## config.mk

```make
export PLATFORM = sky130hd
export DESIGN_NAME = audio_serial_rx
export DESIGN_NICKNAME = d
export VERILOG_FILES = /design/src/rtl/asr_pkg.sv /design/src/rtl/asr_edge_sync.sv /design/src/rtl/asr_frame_track.sv /design/src/rtl/asr_word_cap.sv /design/src/rtl/audio_serial_rx.sv
export SDC_FILE = /design/constraint.sdc
export NUM_CORES = 1
export LEC_CHECK = 0
export BUFFER_PORTS_ARGS = -buffer_cell sky130_fd_sc_hd__buf_2
export CAP_MARGIN = 20
export CORE_MARGIN = 2
export CORE_UTILIZATION = 30
export DETAILED_ROUTE_END_ITERATION = 6
export GPL_TIMING_DRIVEN = 0
export SLEW_MARGIN = 20
export SYNTH_ARGS = -nofsm -noshare
export SYNTH_HDL_FRONTEND = slang
export SYNTH_SLANG_ARGS = --single-unit
```

## constraint.sdc

```tcl
create_clock -name clk -period 6.65 [get_ports clk]
set_input_delay 0.665 -clock clk [delete_from_list [all_inputs] [get_ports clk]]
set_output_delay 0.665 -clock clk [all_outputs]
set_load 0.005 [all_outputs]
```

## src/rtl/asr_pkg.sv

```systemverilog
package asr_pkg;

  parameter int unsigned SMP_W = 24;
  localparam int unsigned CNT_W = $clog2(SMP_W + 1);
  localparam int unsigned LEN_SHORT = 16;
  localparam int unsigned LEN_MID = 20;

  typedef logic [SMP_W-1:0] smp_t;

  typedef enum logic [2:0] {
    FMT_LSB16 = 3'd0,
    FMT_LSB20 = 3'd1,
    FMT_MSB   = 3'd2,
    FMT_I2S   = 3'd3,
    FMT_LSB24 = 3'd4
  } fmt_e;

  function automatic logic fmt_known(logic [2:0] f);
    return f <= 3'd4;
  endfunction

  function automatic logic fmt_is_right(logic [2:0] f);
    return (f == FMT_LSB16) || (f == FMT_LSB20) || (f == FMT_LSB24);
  endfunction

  // word length of a right-aligned code, 0 for anything else
  function automatic int unsigned right_len(logic [2:0] f);
    case (f)
      FMT_LSB16: return LEN_SHORT;
      FMT_LSB20: return LEN_MID;
      FMT_LSB24: return SMP_W;
      default:   return 0;
    endcase
  endfunction

  // replicate bit len-1 into all higher positions
  function automatic smp_t sext_word(smp_t raw, int unsigned len);
    smp_t r;
    if (len == 0) return raw;
    for (int i = 0; i < int'(SMP_W); i++)
      r[i] = (i < int'(len)) ? raw[i] : raw[len-1];
    return r;
  endfunction

  // place bit b at position n counted from the MSB
  function automatic smp_t put_bit(smp_t w, int unsigned n, logic b);
    smp_t r;
    r = w;
    r[SMP_W-1-n] = b;
    return r;
  endfunction

endpackage

```

## src/rtl/asr_edge_sync.sv

```systemverilog
module asr_edge_sync #(
  parameter int unsigned STAGES = 2
) (
  input  logic clk,
  input  logic rst_n,
  input  logic bclk_i,
  input  logic frm_i,
  input  logic dat_i,
  output logic rise_o,
  output logic frm_o,
  output logic dat_o
);

  localparam int unsigned LANES = 3;

  logic [STAGES-1:0][LANES-1:0] pipe;
  logic                         bclk_q;

  always_ff @(posedge clk or negedge rst_n) begin
    if (!rst_n) begin
      pipe   <= '0;
      bclk_q <= 1'b0;
    end else begin
      pipe[0] <= {bclk_i, frm_i, dat_i};
      for (int i = 1; i < int'(STAGES); i++)
        pipe[i] <= pipe[i-1];
      bclk_q <= pipe[STAGES-1][2];
    end
  end

  assign rise_o = pipe[STAGES-1][2] & ~bclk_q;
  assign frm_o  = pipe[STAGES-1][1];
  assign dat_o  = pipe[STAGES-1][0];

  AST_RISE_PULSE: assert property (@(posedge clk) disable iff (!rst_n)
    rise_o |=> !rise_o);

endmodule

```

## src/rtl/asr_frame_track.sv

```systemverilog
module asr_frame_track (
  input  logic clk,
  input  logic rst_n,
  input  logic clr,
  input  logic rise_i,
  input  logic frm_i,
  output logic edge_o,
  output logic report_o,
  output logic prev_frm_o
);

  logic have_prev;
  logic prev_frm;
  logic armed;

  // a frame-clock transition seen at a bit-clock rise
  assign edge_o     = rise_i & have_prev & (frm_i != prev_frm);
  assign report_o   = edge_o & armed;
  assign prev_frm_o = prev_frm;

  always_ff @(posedge clk or negedge rst_n) begin
    if (!rst_n) begin
      have_prev <= 1'b0;
      prev_frm  <= 1'b0;
      armed     <= 1'b0;
    end else if (clr) begin
      have_prev <= 1'b0;
      prev_frm  <= 1'b0;
      armed     <= 1'b0;
    end else if (rise_i) begin
      have_prev <= 1'b1;
      prev_frm  <= frm_i;
      if (edge_o) armed <= 1'b1;
    end
  end

  AST_ARM_AFTER_EDGE: assert property (@(posedge clk) disable iff (!rst_n)
    $rose(armed) |-> $past(edge_o));

endmodule

```

## src/rtl/asr_word_cap.sv

```systemverilog
module asr_word_cap
  import asr_pkg::*;
(
  input  logic       clk,
  input  logic       rst_n,
  input  logic       clr,
  input  logic       rise_i,
  input  logic       dat_i,
  input  logic       edge_i,
  input  logic [2:0] fmt_i,
  output smp_t       word_o
);

  smp_t             shreg;
  smp_t             cap;
  logic [CNT_W-1:0] cap_n;
  logic             lead_bit;
  logic             room;

  // left-aligned takes the bit at the transition itself, I2S starts one later
  assign lead_bit = (fmt_i == FMT_MSB);
  assign room     = (cap_n < CNT_W'(SMP_W));

  always_ff @(posedge clk or negedge rst_n) begin
    if (!rst_n) begin
      shreg <= '0;
      cap   <= '0;
      cap_n <= '0;
    end else if (clr) begin
      shreg <= '0;
      cap   <= '0;
      cap_n <= '0;
    end else if (rise_i) begin
      shreg <= {shreg[SMP_W-2:0], dat_i};
      if (edge_i) begin
        cap   <= lead_bit ? put_bit('0, 0, dat_i) : '0;
        cap_n <= lead_bit ? CNT_W'(1) : '0;
      end else if (room) begin
        cap   <= put_bit(cap, int'(cap_n), dat_i);
        cap_n <= cap_n + CNT_W'(1);
      end
    end
  end

  always_comb begin
    if (fmt_is_right(fmt_i))
      word_o = sext_word(shreg, right_len(fmt_i));
    else if (fmt_i == FMT_MSB)
      word_o = cap;
    else if (fmt_i == FMT_I2S)
      word_o = room ? put_bit(cap, int'(cap_n), dat_i) : cap;
    else
      word_o = '0;
  end

  AST_CAP_BOUND: assert property (@(posedge clk) disable iff (!rst_n)
    cap_n <= CNT_W'(SMP_W));

  AST_LEAD_LOAD: assert property (@(posedge clk) disable iff (!rst_n)
    (edge_i && !clr && fmt_i == FMT_MSB) |=> (cap_n == CNT_W'(1)));

endmodule

```

## src/rtl/audio_serial_rx.sv

```systemverilog
module audio_serial_rx
  import asr_pkg::*;
#(
  parameter int unsigned SYNC_STAGES = 2
) (
  input  logic             clk,
  input  logic             rst_n,
  input  logic             pwr_dn,
  input  logic [2:0]       fmt_sel,
  input  logic             ser_bclk,
  input  logic             ser_frm,
  input  logic             ser_dat,
  output logic [SMP_W-1:0] left_data,
  output logic             left_vld,
  output logic [SMP_W-1:0] right_data,
  output logic             right_vld
);

  localparam int unsigned NCH = 2;

  logic [2:0] fmt_q;
  logic       rise;
  logic       frm_s;
  logic       dat_s;
  logic       frm_edge;
  logic       report;
  logic       prev_frm;
  logic       ended_left;
  logic       fire;
  smp_t       word;

  // format latch: open only during power-down
  always_ff @(posedge clk or negedge rst_n) begin
    if (!rst_n)      fmt_q <= '0;
    else if (pwr_dn) fmt_q <= fmt_sel;
  end

  asr_edge_sync #(.STAGES(SYNC_STAGES)) u_sync (
    .clk    (clk),
    .rst_n  (rst_n),
    .bclk_i (ser_bclk),
    .frm_i  (ser_frm),
    .dat_i  (ser_dat),
    .rise_o (rise),
    .frm_o  (frm_s),
    .dat_o  (dat_s)
  );

  asr_frame_track u_track (
    .clk        (clk),
    .rst_n      (rst_n),
    .clr        (pwr_dn),
    .rise_i     (rise),
    .frm_i      (frm_s),
    .edge_o     (frm_edge),
    .report_o   (report),
    .prev_frm_o (prev_frm)
  );

  asr_word_cap u_cap (
    .clk    (clk),
    .rst_n  (rst_n),
    .clr    (pwr_dn),
    .rise_i (rise),
    .dat_i  (dat_s),
    .edge_i (frm_edge),
    .fmt_i  (fmt_q),
    .word_o (word)
  );

  // channel that just ended: I2S inverts the frame-clock polarity
  assign ended_left = prev_frm ^ (fmt_q == FMT_I2S);
  assign fire       = report & fmt_known(fmt_q);

  for (genvar c = 0; c < int'(NCH); c++) begin : g_chan
    logic [SMP_W-1:0] data_r;
    logic             vld_r;
    logic             hit;

    assign hit = fire & (ended_left == (c == 0));

    always_ff @(posedge clk or negedge rst_n) begin
      if (!rst_n) begin
        data_r <= '0;
        vld_r  <= 1'b0;
      end else if (pwr_dn) begin
        data_r <= '0;
        vld_r  <= 1'b0;
      end else begin
        vld_r <= hit;
        if (hit) data_r <= word;
      end
    end

    AST_STROBE_PULSE: assert property (@(posedge clk) disable iff (!rst_n)
      vld_r |=> !vld_r);

    if (c == 0) begin : g_left
      assign left_data = data_r;
      assign left_vld  = vld_r;
    end else begin : g_right
      assign right_data = data_r;
      assign right_vld  = vld_r;
    end
  end

  AST_PD_SILENT: assert property (@(posedge clk) disable iff (!rst_n)
    pwr_dn |=> (!left_vld && !right_vld && left_data == '0 && right_data == '0));

  AST_FMT_FROZEN: assert property (@(posedge clk) disable iff (!rst_n)
    (!pwr_dn && $past(!pwr_dn)) |-> $stable(fmt_q));

  AST_VLD_EXCL: assert property (@(posedge clk) disable iff (!rst_n)
    $onehot0({left_vld, right_vld}));

  AST_SEXT_SHORT: assert property (@(posedge clk) disable iff (!rst_n)
    (left_vld && fmt_q == FMT_LSB16) |->
      (left_data[SMP_W-1:LEN_SHORT-1] == '0 || left_data[SMP_W-1:LEN_SHORT-1] == '1));

  AST_RSVD_QUIET: assert property (@(posedge clk) disable iff (!rst_n)
    !fmt_known(fmt_q) |-> (!left_vld && !right_vld));

endmodule

```

==> results of run 1 <==
==> logic make-up (layout without fill, tap and decap cells) <==
kind of cell               after synthesis  after routing  synth area share, %
AOI/OAI and AO/OA                      192            192                21.40
xor gates and xnor gates                 1              1               0.1466
adders and majority gates                7              7                1.445
buffers and inverters                   65            155                5.194
DFF                                    116            116                48.59
muxes                                   19             19                3.434
and+or+nand+nor                        210            210                19.79
==> per-layer routing <==
layer	GRT usage, %	wire [µm]	up-vias	share of wire (%)
li1	-	-	2397	-
met1	24.30	8552	2580	47
met2	25.88	8096	198	45
met3	3.176	916	37	5.1
met4	7.304	531	0	2.9
met5	0	0	-	0
==> state kept, by name, indices dropped and copies added (netlist names) <==
| name | cells |
|---|---|
| fmt_q | 3 |
| left_data | 24 |
| left_vld | 1 |
| right_data | 24 |
| right_vld | 1 |
| u_cap.cap | 24 |
| u_cap.cap_n | 5 |
| u_cap.shreg | 24 |
| u_sync.bclk_q | 1 |
| u_sync.dat_o | 1 |
| u_sync.frm_o | 1 |
| u_sync.pipe | 4 |
| u_track.armed | 1 |
| u_track.have_prev | 1 |
| u_track.prev_frm_o | 1 |
==> stage by stage <==
stage	worst slack, ps	std cells
after floorplan	4332	610
after global placement	3386	933
after detailed placement	3812	934
after CTS	3803	965
after global routing	3540	965
final	3725	965
==> where the power goes <==
group          leakage (µW)  internal [µW]  switching (µW)  total [µW]
sequential          0.00160            714            9.46         723
clock              0.000267            558             337         895
combinational       0.00143           54.5             130         185
total               0.00329           1330             477        1800
==> cell usage after synthesis (3+ instances only) <==
library cell,count
a2111oi_0,3
a21oi_1,25
buf_2,16
nand3b_1,23
ha_1,6
or2_2,4
a32o_1,4
nor2_1,41
a31o_2,8
a21o_1,11
and3_1,4
nor3b_1,15
and4bb_2,4
o21ai_0,65
nand4_1,5
nor2b_1,5
nand2b_1,5
inv_1,10
o211ai_1,3
o22ai_1,3
nand2_1,66
and4b_1,3
nand4b_1,5
a22o_1,26
clkbuf_1,24
o32ai_1,4
buf_4,6
dfrtp_1,116
buf_6,3
nand3_1,12
nor3_1,6
a31oi_1,12
o21bai_1,5
a211oi_1,4
buf_1,3
mux2i_1,16
==> worst max-delay path, delay by kind of cell, from the launching register on <==
kind                       cells  cell delay, ps
muxes                          2             660
and+or+nand+nor                3             590
DFF                            1             510
AOI/OAI and AO/OA              2             410
buffers and inverters          2             370
adders and majority gates      1             300
==> worst min-delay path by stage <==
stage | from | depth (start not counted) | endpoint | slack, ps
floorplan | u_sync.pipe[0] | 0 | u_sync.dat_o | 330
global placement | u_sync.pipe[0] | 0 | u_sync.dat_o | 330
detailed placement | u_sync.pipe[0] | 0 | u_sync.dat_o | 340
CTS | rst_n | 1 | left_vld | 220
global route | rst_n | 1 | left_vld | 240
finish | rst_n | 1 | left_vld | 200
==> cell usage in the layout, fill, tap and decap left out, types with 6 or more instances in the layout <==
master / n
a21o_1: 11
a21oi_1: 25
a22o_1: 26
a31o_2: 8
a31oi_1: 12
buf_2: 73
buf_4: 6
clkbuf_1: 25
clkbuf_16: 17
dfrtp_1: 116
ha_1: 6
inv_1: 10
mux2i_1: 16
nand2_1: 66
nand3_1: 12
nand3b_1: 23
nor2_1: 41
nor3_1: 6
nor3b_1: 15
o21ai_0: 65
==> final cells by class <==
type / count / area share, %
clock buffer: 19 / 6.146
clock inverter: 12 / 1.858
buffer: 53 / 3.681
inverter: 12 / 0.6250
multi-input combinational: 429 / 38.32
sequential: 116 / 40.28
timing repair buffer: 59 / 4.497
tap: 265 / 4.601
==> results.yml, run 1 <==
cts:
  cts_root_buffer: "clkbuf_16"
  clk_path_buf_depth: 2
  holdBufCountCts: 0
  tritoncts: "built"
  cts-buffers-inserted: 17
  cts-htree-levels: 4
  cts_resized: 0
  clkLatencyLatePin_ps: 430
  cts_post_setup_buffers_inserted: 0
  worst_setup_hold_path_clk_slew_ps: 60
  clock-sinks: 116
grt:
  grt-ovfl-total: 0
  first_global_vias: 4895
  antenna_found_initial: 0
  grt_pass1_wl_um: 28520
  gr-usage-all-layers_pct: 17.21
  grt_start_max_net_pins: 65
logic_synthesis:
  synth_cell_type_count: 66
  synth_top_area_share_pct: 48.59
  synth.largest_area_cell: "dfrtp_1"
  synthesis.instances: 610
  synth_area_per_cell_um2: 9.794
  synth.cell_area_um2: 5974
  synth_fp_nets: 625
  synth.top_cells.by_area: "dfrtp_1, o21ai_0, nand2_1, a22o_1, nand3b_1"
  synth-seq-cells: 116
  yosysSeqAreaShare_pct: 48.59
  ys_async_sr_fraction_pct: 100.0
  ys_warn_count: 0
  synth_flop_cell: "dfrtp_1"
  edff_count_synth: 0
floorplanning:
  floorplan.initialDensity_pct: 30.60
  core_area_um2: 19530
  die_y_um: 145.1
  floorplan.die.width_um: 145.1
  design.die.area_um2: 21060
  row_count: 51
  boundaryPins: 59
timing:
  hold-worst-slack_ps: 196.7
  max_slew.worst_pin.slew_ps: 781.2
  totalNegativeSetupSlack_ps: 0
  drv_slew: 0
  remaining_max_slew_budget_at_the_tightest_pin_pct: 46.57
  unrepaired_setup_endpoints_after_global_routing: "no"
  clock_skew_ps: 11.08
  setup_viol: 0
  clock.fmax_mhz: 341.9
  finalCriticalPeriod_ps: 2925
  final.period_utilization_pct: 43.99
  timing.final.hold_violations: 0
cells_and_area:
  antenna_cells: 0
  ff_latch_area_um2: 2903
  area_growth_pct: 20.63
  final.fill_count: 1981
  design_area_um2: 7207
  post_route_cells_drive_above_1_share_pct: 20.14
  final_core_utilization_pct: 36.91
  final_nets: 703
  area_taken_by_multi_input_logic_gates_um2: 2761
hold_path:
  hold_class: "primary input to asynchronous set/reset pin"
critical_path:
  critical_path_required_time_ps: 6990
  cp_common_cell: "nand2_1"
  critical_path_capture_point_type: "register"
  worst_case_reg_to_reg_path_depth: 10
  timing.critical_path.slowest_cell_delay_ps: 510
  critPathSlowestCell: "dfrtp_1"
  critical_path_class: "register to register"
  crit_path_end: "right_data[21]"
  r2r-end: "right_data[21]"
  timing.critical_path.cells: "buf_2 > nor2_1 > nand2_1 > inv_1 > ha_1 > mux2i_1 > mux4_2 > nand2_1 > o221ai_1 > o21ai_0"
  reg2reg_from: "fmt_q[0]"
  cp_max_fanout: 10
  setup.reg_to_reg.worst_slack_ps: 3720
  type_of_origin_of_the_critical_path: "register"
  critPathLaunch: "fmt_q[0]"
  critPathArrivalTime_ps: 3270
detailed_routing:
  vias: 5212
  drtIter0Drc: 585
  drt-total-wl_um: 18100
  drt.antenna.violating_nets: 0
  post_drt_wl_per_cell_um: 18.75
  via_density: 5.401
  remaining_drc_errors: 0
  drt_pass1_iterations: 6
pwr:
  cellLeakagePower_uw: 0.003295
  power.total_uw: 1803
  pwrdens_nw_per_um2: 250.2
  ir_worst_vdd_mv: 0.1539
placed_design:
  placedInstanceArea_um2: 6630
  gp_routability_congestion: 0.9133
  dpl.hpwl_um: 12900
  port-buffer-count: 58
flow_run:
  max_cap_violations: 0
status:
  status: "finished, final reports clean"
Power figures use the tool's default switching activity.
==> run 2, diff against run 1 <==
==> constraint.sdc (replaced) <==
create_clock -name clk -period 2.5 [get_ports clk]
set_input_delay 0.25 -clock clk [delete_from_list [all_inputs] [get_ports clk]]
set_output_delay 0.25 -clock clk [all_outputs]
set_load 0.005 [all_outputs]
==> results.yml, run 2 (same netlist as run 1, synthesis figures left out) <==
critical_path:
  critical_path_required_time_ps: 2800
  timing.critical_path.slowest_cell_delay_ps: 590
  cpLargestDelayFamily: "compound AO/OA/AOI/OAI gates"
  setup.reg_to_reg.worst_slack_ps: 70
  worst-path-buf-inv: 1
  critPathArrivalTime_ps: 2730
  type_of_origin_of_the_critical_path: "register"
  critPathSlowestCell: "nor4b_1"
  cp_max_fanout: 9
  critical_path_capture_point_type: "register"
  timing.critical_path.cells: "inv_1 > ha_1 > nor4b_1 > a21boi_0 > o21ai_0 > a22o_1 > o21ai_1"
  critical_path_class: "register to register"
grt:
  first_global_vias: 4922
  grt-ovfl-total: 0
  gr-usage-all-layers_pct: 17.29
  grt_use_met3_pct: 3.239
  groute.layer.met1.usage_pct: 24.38
  busiest_layer: "met2"
  grt_start_max_net_pins: 65
  grtUsageMet2_pct: 26.00
  antenna_found_initial: 0
  grt_pass1_wl_um: 28680
placed_design:
  port-buffer-count: 58
  dpl.hpwl_um: 12900
  gp_routability_congestion: 0.9133
  dp_cells: 934
floorplanning:
  row_count: 51
  floorplan.initialDensity_pct: 30.60
  core_area_um2: 19530
  boundaryPins: 59
  die_y_um: 145.1
  design.die.area_um2: 21060
  floorplan.die.width_um: 145.1
pwr:
  pwrdens_nw_per_um2: 658.5
  ir_worst_vdd_mv: 0.4064
  p_sw_uw: 1276
  cellLeakagePower_uw: 0.003337
  cellInternalPower_uw: 3548
  part_of_the_total_power_dissipated_in_combinational_logic_pct: 10.9
  share_clk_of_total_power_pct: 49.3
  power.total_uw: 4823
  p_seq_share_pct: 39.8
  swShare_pct: 26.45
cts:
  worst_setup_hold_path_clk_slew_ps: 60
  clkLatencyLatePin_ps: 420
  clk_path_buf_depth: 2
  tritoncts: "built"
  cts-buffers-inserted: 17
  cts_root_buffer: "clkbuf_16"
  clock-sinks: 116
  cts-htree-levels: 4
cells_and_area:
  final_nets: 711
  layout_commonest_cell: "dfrtp_1"
  mostFrequentLayoutCells: "dfrtp_1, buf_2, nand2_1"
  post_route_cells_drive_above_1_share_pct: 21.75
  antenna_cells: 0
  finalNonFillerCells: 973
  area_growth_pct: 22.60
timing:
  setup_viol: 0
  clock.fmax_mhz: 412.1
  hold-worst-slack_ps: 35.57
  remaining_max_slew_budget_at_the_tightest_pin_pct: 49.76
  drv_slew: 0
  finalCriticalPeriod_ps: 2426
  final.period_utilization_pct: 97.06
  clock_skew_ps: 10.91
  max_slew.worst_pin.slew_ps: 734.6
  unrepaired_setup_endpoints_after_global_routing: "no"
  timing.final.hold_violations: 0
detailed_routing:
  drtIter0Drc: 529
  via_density: 5.349
  drt_pass1_iterations: 5
  drt-total-wl_um: 18140
  remaining_drc_errors: 0
  vias: 5205
  drt.antenna.violating_nets: 0
  post_drt_wl_per_cell_um: 18.64
hold_path:
  hold_class: "primary input to register"
status:
  status: "finished, final reports clean"
flow_run:
  max_cap_violations: 0
[run 2: changes by cell type in the layout (fill, tap and decap cells not counted), sizes merged]
cell / before / now
buf: 87 / 92
dlygate4sd3: 0 / 4
clkbuf: 44 / 43
[run 2: final cells by class]
type,count,area [µm²]
fill,1973,12200
sequential,116,2905
multi-input combinational,429,2794
clock buffer,19,442.9
timing repair buffer,67,394.1
tap,265,331.6
buffer,53,277.8
clock inverter,12,133.9
inverter,12,45.04
[run 2: path summary, 6_finish.rpt]
check                          startpoint            end  cells after the start
setup / recovery           u_cap.cap_n[1]  left_data[22]                      7
hold / removal                 fmt_sel[2]       fmt_q[2]                      3
setup reg to reg           u_cap.cap_n[1]  left_data[22]                      7
hold reg to reg            u_sync.pipe[0]   u_sync.dat_o                      0
max in group asynchronous           rst_n  right_data[0]                      3
min in group asynchronous           rst_n  left_data[17]                      2
[run 2: power groups by stage]
stage          Sequential [µW]  Combinational [µW]  Clock [µW]
6_report                  1920                 524        2380
5_1_grt                   1920                 568        2490
4_1_cts                   1920                 500        2400
3_5_place_dp              1960                 481           0
3_3_place_gp              1950                 475           0
2_1_floorplan             1950                 302           0
[run 2: worst min-delay path, cell delays in order]
cell and delay (ps):
buf_2 80, nand2_1 40, o21ai_0 60
[run 2: per-stage QoR]
step           cell area (µm²)  setup slack, ps  util, %  TNS (ps)
6_report                  7325            73.61    37.51         0
5_1_grt                   7325            9.197    37.51         0
4_1_cts                   7282            6.014    37.29         0
3_5_place_dp              6630           -338.0    33.95     -2723
3_3_place_gp              6596           -349.5    33.78    -42130
2_1_floorplan             5974            181.5        -         0
[run 2: per-layer routing]
metal,vias up,part of all wire (%)
met5,-,0
met4,0,3.2
met3,41,5.7
met2,196,44
met1,2556,47
li1,2412,-
[run 2: timing repair]
item | 4_1_cts | 5_1_grt
pin swaps | 0 | 2
resized for setup | 10 | 13
setup endpoints to repair | 12 | 14
endpoints found under the hold margin | 55 | 0
buffers inserted | 1 | 3
hold buffers | 4 | 0
==> run 3, diff against run 2 <==
==> constraint.sdc (replaced) <==
create_clock -name clk -period 2.05 [get_ports clk]
set_input_delay 0.205 -clock clk [delete_from_list [all_inputs] [get_ports clk]]
set_output_delay 0.205 -clock clk [all_outputs]
set_load 0.005 [all_outputs]
==> results.yml, run 3 (same netlist as run 1, synthesis figures left out) <==
pwr:
  ir_worst_vdd_mv: 0.4663
  part_of_the_total_power_dissipated_in_combinational_logic_pct: 12.8
  swShare_pct: 26.53
  p_sw_uw: 1587
  pwrdens_nw_per_um2: 758.0
  p_seq_share_pct: 39.2
  cellInternalPower_uw: 4394
  cellLeakagePower_uw: 0.003536
  share_clk_of_total_power_pct: 48.0
flow_run:
  max_cap_violations: 0
cts:
  cts_root_buffer: "clkbuf_16"
  clk_path_buf_depth: 2
  tritoncts: "built"
  clkLatencyLatePin_ps: 430
  cts-buffers-inserted: 17
  cts-htree-levels: 4
  clock-sinks: 116
  worst_setup_hold_path_clk_slew_ps: 50
timing:
  drv_slew: 0
  finalCriticalPeriod_ps: 2194
  final.period_utilization_pct: 107.0
  remaining_max_slew_budget_at_the_tightest_pin_pct: 57.83
  setup_slack_ps: -144.2
  setup_viol: 27
  hold-worst-slack_ps: 308.7
  timing.final.hold_violations: 0
  unrepaired_setup_endpoints_after_global_routing: "yes"
  max_slew.worst_pin.slew_ps: 632.6
  clock.fmax_mhz: 455.7
  clock_skew_ps: 10.60
detailed_routing:
  drt-total-wl_um: 18980
  via_density: 5.408
  remaining_drc_errors: 0
  drtIter0Drc: 477
  drt_pass1_iterations: 5
  post_drt_wl_per_cell_um: 19.19
  vias: 5349
  drt.antenna.violating_nets: 0
critical_path:
  cp_max_fanout: 5
  critical_path_capture_point_type: "register"
  cp_common_cell: "nand2_4"
  setup.reg_to_reg.worst_slack_ps: -140
  critPathArrivalTime_ps: 2540
  critPathSlowestCell: "mux4_2"
  cpLargestDelayFamily: "multiplexers"
  critical_path_class: "register to register"
  worst_case_reg_to_reg_path_depth: 10
  timing.critical_path.cells: "buf_8 > nor2_4 > nand2_4 > inv_2 > ha_4 > mux2i_2 > mux4_2 > nand2_4 > o221ai_4 > o21ai_1"
  worst-path-buf-inv: 2
  type_of_origin_of_the_critical_path: "register"
  timing.critical_path.slowest_cell_delay_ps: 530
  critical_path_cell_count: 10
  critical_path_required_time_ps: 2400
status:
  violations: "negative setup slack"
  status: "finished with violations"
cells_and_area:
  final.fill_count: 1906
  post_route_cells_drive_above_1_share_pct: 31.08
  antenna_cells: 0
  design_area_um2: 7890
  finalNonFillerCells: 989
  layout_commonest_cell: "dfrtp_1"
  mostFrequentLayoutCells: "dfrtp_1, buf_2, nand2_1"
  final_core_utilization_pct: 40.41
  final_nets: 727
  area_growth_pct: 32.06
grt:
  first_global_vias: 5143
  gr-usage-all-layers_pct: 18.01
  grt_start_max_net_pins: 61
  antenna_found_initial: 0
  grt-ovfl-total: 0
  grt_pass1_wl_um: 29570
floorplanning:
  design.die.area_um2: 21060
  floorplan.initialDensity_pct: 30.60
  die_y_um: 145.1
  row_count: 51
  core_area_um2: 19530
  boundaryPins: 59
  floorplan.die.width_um: 145.1
placed_design:
  dp_cells: 934
  placedInstanceArea_um2: 6689
  dp_worst_setup_slack_ps: -379.2
  port-buffer-count: 58
  dpl.hpwl_um: 13020
  gp_routability_congestion: 0.9046
hold_path:
  hold_class: "primary input to asynchronous set/reset pin"
-- run 3: cell count changes in the layout (fill, tap and decap cells not counted), sizes merged --
cell	before	now
clkinv	6	7
clkbuf	43	48
clkinvlp	5	2
buf	92	102
dlygate4sd3	4	7
-- run 3: area by class of cell --
cell class	instances	area [µm²]	share of cell area, %
Buffer	51	359.1	4.551
Tap cell	265	331.6	4.202
Clock buffer	21	450.4	5.709
Inverter	12	46.29	0.5867
Multi-Input combinational cell	429	3092	39.18
Sequential cell	116	2907	36.84
Timing Repair Buffer	85	595.6	7.548
Clock inverter	10	108.9	1.380
-- run 3: path summary, 6_finish.rpt --
kind                                     start        endpoint
worst max-delay path                  fmt_q[0]   left_data[21]
worst min-delay path                     rst_n       right_vld
worst max register to register        fmt_q[0]   left_data[21]
worst min register to register  u_sync.pipe[2]  u_sync.pipe[5]
max in group asynchronous                rst_n  u_cap.cap_n[0]
min in group clk                        pwr_dn  u_cap.shreg[0]
-- run 3: power groups by stage --
stage / registers (µW) / clock network [µW] / logic, µW
CTS: 2340 / 2900 / 688
global placement: 2380 / 0 / 602
global route: 2350 / 3010 / 818
detailed placement: 2380 / 0 / 609
floorplan: 2380 / 0 / 390
finish: 2350 / 2870 / 765
-- run 3: metrics by stage --
step | power [µW] | TNS (ps)
finish | 5980 | -1728
global route | 6176 | -3948
CTS | 5927 | -993.1
detailed placement | 2994 | -8078
global placement | 2987 | -95360
floorplan | 2765 | -7.461
-- run 3: timing repair --
action                                  CTS  global route
buffers inserted                         10             8
hold endpoints to repair                 62             0
gates resized for setup                  39            74
pin swaps                                 8            13
endpoints found under the setup margin   44            64
hold buffers                              7             0
gates cloned                              0             1
-- run 3: metal layers --
| layer | routed length (µm) | global-route usage, % | share of wire (%) | vias to the layer above |
|---|---|---|---|---|
| li1 | - | - | - | 2441 |
| met1 | 8435 | 23.93 | 44 | 2663 |
| met2 | 8992 | 28.02 | 47 | 215 |
| met4 | 358 | 6.912 | 1.9 | 0 |
| met5 | 0 | 0 | 0 | - |
| met3 | 1194 | 4.937 | 6.3 | 30 |
